## src/rtl/rca_bist_pkg.sv

```systemverilog
package rca_bist_pkg;

    localparam int PAT_COUNT = 8;
    localparam int PAT_W     = $clog2(PAT_COUNT);

    typedef logic [PAT_W-1:0] pat_idx_t;

    // Patterns whose bit-0 cell generates/kills, so carries alternate along the chain
    localparam pat_idx_t ALT_LO = pat_idx_t'(3);
    localparam pat_idx_t ALT_HI = pat_idx_t'(4);

    typedef enum logic [1:0] {
        ST_IDLE = 2'd0,
        ST_RUN  = 2'd1,
        ST_FIN  = 2'd2
    } bist_state_e;

    typedef struct packed {
        bist_state_e state;
        pat_idx_t    idx;
        logic        err;
        pat_idx_t    fidx;
        logic        pass;
    } bist_ctl_t;

endpackage

```

## src/rtl/rca_bist_patgen.sv

```systemverilog
module rca_bist_patgen
    import rca_bist_pkg::*;
#(
    parameter int N = 8
) (
    input  pat_idx_t     idx,
    output logic [N-1:0] op_a,
    output logic [N-1:0] op_b,
    output logic         op_cin
);
    // In the alternating patterns the fault-free carry into odd bits is the
    // complement of the chain carry-in, so those bits take complemented operands.
    logic alt;

    assign alt    = (idx == ALT_LO) || (idx == ALT_HI);
    assign op_cin = idx[2];

    for (genvar i = 0; i < N; i++) begin : g_bit
        if ((i % 2) == 1) begin : g_odd
            assign op_a[i] = idx[1] ^ alt;
            assign op_b[i] = idx[0] ^ alt;
        end else begin : g_even
            assign op_a[i] = idx[1];
            assign op_b[i] = idx[0];
        end
    end
endmodule

```

## src/rtl/rca_bist_resp.sv

```systemverilog
module rca_bist_resp #(
    parameter int N = 8
) (
    input  logic [N-1:0] op_a,
    input  logic [N-1:0] op_b,
    input  logic         op_cin,
    input  logic [N-1:0] rsp_sum,
    input  logic         rsp_cout,
    output logic         mismatch
);
    localparam int RW = N + 1;

    logic [RW-1:0] golden;

    always_comb begin
        golden   = {1'b0, op_a} + {1'b0, op_b} + {{N{1'b0}}, op_cin};
        mismatch = (golden != {rsp_cout, rsp_sum});
    end
endmodule

```

## src/rtl/rca_pe_tester.sv

```systemverilog
module rca_pe_tester
    import rca_bist_pkg::*;
#(
    parameter int N = 8
) (
    input  logic         clk,
    input  logic         rst_n,
    input  logic         start,
    output logic         done,
    output logic         pass,
    output logic [2:0]   fail_index,
    output logic [N-1:0] tst_a,
    output logic [N-1:0] tst_b,
    output logic         tst_cin,
    input  logic [N-1:0] rsp_sum,
    input  logic         rsp_cout
);
    localparam pat_idx_t LAST_IDX = pat_idx_t'(PAT_COUNT - 1);

    bist_ctl_t st_d, st_q;

    logic         run_w;
    logic [N-1:0] pg_a, pg_b;
    logic         pg_cin;
    logic         mism;

    assign run_w = (st_q.state == ST_RUN);

    rca_bist_patgen #(.N(N)) u_patgen (
        .idx    (st_q.idx),
        .op_a   (pg_a),
        .op_b   (pg_b),
        .op_cin (pg_cin)
    );

    assign tst_a   = run_w ? pg_a   : '0;
    assign tst_b   = run_w ? pg_b   : '0;
    assign tst_cin = run_w ? pg_cin : 1'b0;

    rca_bist_resp #(.N(N)) u_resp (
        .op_a     (tst_a),
        .op_b     (tst_b),
        .op_cin   (tst_cin),
        .rsp_sum  (rsp_sum),
        .rsp_cout (rsp_cout),
        .mismatch (mism)
    );

    always_comb begin
        st_d = st_q;
        unique case (st_q.state)
            ST_IDLE: begin
                if (start) begin
                    st_d.state = ST_RUN;
                    st_d.idx   = '0;
                    st_d.err   = 1'b0;
                    st_d.fidx  = '0;
                    st_d.pass  = 1'b0;
                end
            end
            ST_RUN: begin
                if (mism && !st_q.err) begin
                    st_d.err  = 1'b1;
                    st_d.fidx = st_q.idx;
                end
                if (st_q.idx == LAST_IDX) begin
                    st_d.state = ST_FIN;
                    st_d.pass  = !(st_q.err || mism);
                end else begin
                    st_d.idx = st_q.idx + pat_idx_t'(1);
                end
            end
            ST_FIN: begin
                st_d.state = ST_IDLE;
            end
            default: begin
                st_d.state = ST_IDLE;
            end
        endcase
    end

    always_ff @(posedge clk or negedge rst_n) begin
        if (!rst_n) begin
            st_q <= '{state: ST_IDLE, idx: '0, err: 1'b0, fidx: '0, pass: 1'b0};
        end else begin
            st_q <= st_d;
        end
    end

    assign done       = (st_q.state == ST_FIN);
    assign pass       = st_q.pass;
    assign fail_index = st_q.fidx;

endmodule

```

## config.mk

```make
export PLATFORM = sky130hd
export DESIGN_NAME = rca_pe_tester
export DESIGN_NICKNAME = d
export VERILOG_FILES = /design/src/rtl/rca_bist_pkg.sv /design/src/rtl/rca_bist_patgen.sv /design/src/rtl/rca_bist_resp.sv /design/src/rtl/rca_pe_tester.sv
export SDC_FILE = /design/constraint.sdc
export NUM_CORES = 1
export LEC_CHECK = 0
export BUFFER_PORTS_ARGS = -buffer_cell sky130_fd_sc_hd__buf_2
export CAP_MARGIN = 25
export CORE_ASPECT_RATIO = 0.8
export CORE_UTILIZATION = 50
export CTS_CLUSTER_SIZE = 28
export DETAILED_ROUTE_END_ITERATION = 10
export GPL_TIMING_DRIVEN = 0
export PLACE_DENSITY = 0.87
export RECOVER_POWER = 100
export SETUP_SLACK_MARGIN = 0.05
export SLEW_MARGIN = 0
export SYNTH_ARGS = -nofsm -noshare
export SYNTH_HDL_FRONTEND = slang
export SYNTH_HIERARCHICAL = 1
export SYNTH_SLANG_ARGS = --single-unit
export TNS_END_PERCENT = 5
```

## constraint.sdc

```tcl
create_clock -name clk -period 6.65 [get_ports clk]
set_clock_uncertainty 0.2 [all_clocks]
set_input_delay 0.665 -clock clk [delete_from_list [all_inputs] [get_ports clk]]
set_output_delay 0.665 -clock clk [all_outputs]
set_load 0.02 [all_outputs]
```

==> impl_metrics.json <==
{
  "status": "finished, violations left",
  "violations": "DRC",
  "start_util": 0.543,
  "cts_buffer_depth": 2,
  "period_share": 0.616,
  "synth.area.top_cells": "dfrtp_1 (21%), buf_4 (11%), ha_1 (10%)",
  "synth_warnings": 6,
  "synth_top_cell_by_area": "dfrtp_1",
  "fp.dieW_um": 56.8,
  "route.detailed.drc": 6,
  "cts_setup_buffers": 0,
  "die_h_um": 45.9,
  "n_antenna_cell": 0,
  "finalHoldViolations": 0,
  "required_ps": 6650,
  "startpoint_type": "register",
  "syn_nets": 165,
  "critPathKind": "reg2reg",
  "clk_pin_slew_ps": 70,
  "rr_worst_depth": 12,
  "cts_resized": 0,
  "drtAntennaViolNets": 0,
  "reg2reg_setup_slack_ps": 2550,
  "rows": 15,
  "multi_input_area_sq_um": 741,
  "yosysUniqueCellTypes": 36,
  "grt_start_max_net_pins": 11,
  "clk_latency_ps": 260,
  "slew_headroom": 0.628,
  "end_kind": "register",
  "regArea_sq_um": 250,
  "cts_tree": "built",
  "root_buffer": "clkbuf_4",
  "cts_inserted_buffers": 3,
  "drtIter0Drc": 28,
  "max_freq_mhz": 244,
  "dieArea_sq_mm": 0.00261,
  "hold_class": "in2async",
  "fillers": 200,
  "first_global_vias": 1008,
  "syn_area_sq_mm": 0.00120,
  "clock_sinks": 10,
  "post-route-util": 0.629,
  "pre_cts_slack_ps": 2830,
  "vias": 1114,
  "worst_ep_arrival_time_ps": 4100,
  "drtPass1Iterations": 9,
  "worstMarginPinSlew_ps": 558,
  "ios": 34,
  "rr_startpoint": "st_q[8]",
  "fin_nets": 203,
  "drv_slew": 0,
  "synth_seq_cells": 10,
  "htree_levels": 1,
  "areaGrowthSynthToFinish_pct": 15.9,
  "core_area_sq_mm": 0.00221,
  "grt_usage": 0.213,
  "synth_area_per_cell_sq_um": 8.53,
  "routed_wl_um": 2720,
  "syn_inst": 141,
  "avgRoutedWirePerCell_um": 13.4,
  "rsz0062_at_grt": "no",
  "synth_top_area_frac": 0.208,
  "io_buffers": 33,
  "viasPerCell": 5.49,
  "drv_cap": 0,
  "globalplace.congestion": 0.895,
  "antenna_found_initial": 0,
  "seq_area_frac_synth": 0.208,
  "fin_crit_ps": 4100,
  "cts_hold_buffers": 0,
  "drive_above_1_share": 0.253,
  "finalSetupTns_ps": 0,
  "grt_overflow": 0,
  "setup_ws_ps": 2550,
  "r2r-end": "fail_index[0]",
  "critical_path.max_fanout": 10,
  "holdWs_ps": 155,
  "hpwl_um": 2230,
  "setup_violations": 0,
  "grt_pass1_wl_um": 4290
}
==> metrics by stage <==
stage,std cells,area [sq um]
finish,203,1390
CTS,203,1440
detailed placement,199,1400
floorplan,141,1200
global route,203,1390
global placement,199,1400
==> layer usage <==
metal  vias to the layer above  wire [um]  share of wire  global-route usage
li1                        545          -              -                   -
met1                       533       1250           0.46               0.270
met2                        32       1320           0.49               0.383
met3                         4        107          0.039              0.0398
met4                         0         38          0.014              0.0537
met5                         -          0              0                   0
==> kinds of logic after synthesis <==
kind of cell	share of synthesized area
DFF	0.208
adders and majority gates	0.147
and+or+nand+nor	0.205
muxes	0.0375
buffers and inverters	0.154
xor gates and xnor gates	0.0801
AOI/OAI and AO/OA	0.169
==> synth_stat cells <==
cell type	count
nand2b_1	3
mux2i_1	3
buf_4	18
nand3_1	3
o21bai_1	1
nor4_1	1
dfrtp_1	10
buf_2	1
xor2_1	5
mux2_4	1
a22o_1	3
o21ai_0	10
a31oi_1	1
inv_1	11
a31oi_4	1
and3_1	1
a21oi_1	6
xnor2_1	6
a21oi_2	1
nor3_1	2
maj3_2	1
fa_1	2
o221ai_1	1
nor2_1	4
o22ai_1	2
nor2b_2	1
nand4_1	3
nand2_1	5
and4bb_4	1
and2_1	18
o21ai_1	1
a311o_1	1
ha_1	10
clkbuf_1	1
a221oi_1	1
a21o_1	1
==> cells in the final DEF, fill, tap and decap left out, types with 4 or more instances in the layout <==
cell,instances
buf_4,18
buf_2,22
dfrtp_1,10
xnor2_1,6
inv_1,11
nand2_1,5
and2_1,7
clkbuf_1,13
and2_0,11
xor2_1,5
nor2_1,4
ha_1,10
a21oi_1,7
o21ai_0,10
==> how the worst max path moves through the flow <==
stage,start,end,depth (start not counted)
CTS,st_q[8],fail_index[0],12
floorplan,st_q[8],fail_index[0],12
global route,st_q[8],fail_index[0],12
finish,st_q[8],fail_index[0],12
detailed placement,st_q[8],fail_index[0],12
global placement,st_q[8],fail_index[0],12
==> critical path, stage by stage (launching register included) <==
cell	delay (ps)
dfrtp_1	460
nor2b_1	180
clkbuf_1	210
and2_0	250
fa_1	500
fa_1	500
xor2_1	180
a311o_1	320
nor4_1	270
nand4_1	240
and4bb_1	300
a31oi_1	260
a22o_1	180
==> state kept, by name (all words and copies together) (netlist names) <==
register    count
fail_index      3
pass            1
st_q            6
==> layout make-up <==
cell class / instances / area share
buffer: 20 / 0.102
clock buffer: 4 / 0.0260
inverter: 11 / 0.0296
multi-input combinational: 100 / 0.531
sequential: 10 / 0.180
tap: 25 / 0.0224
timing repair buffer: 33 / 0.109
Power is left out: the tool's default activity adds up to more than one toggle a clock period on the data nets, which glitch-free logic cannot reach.
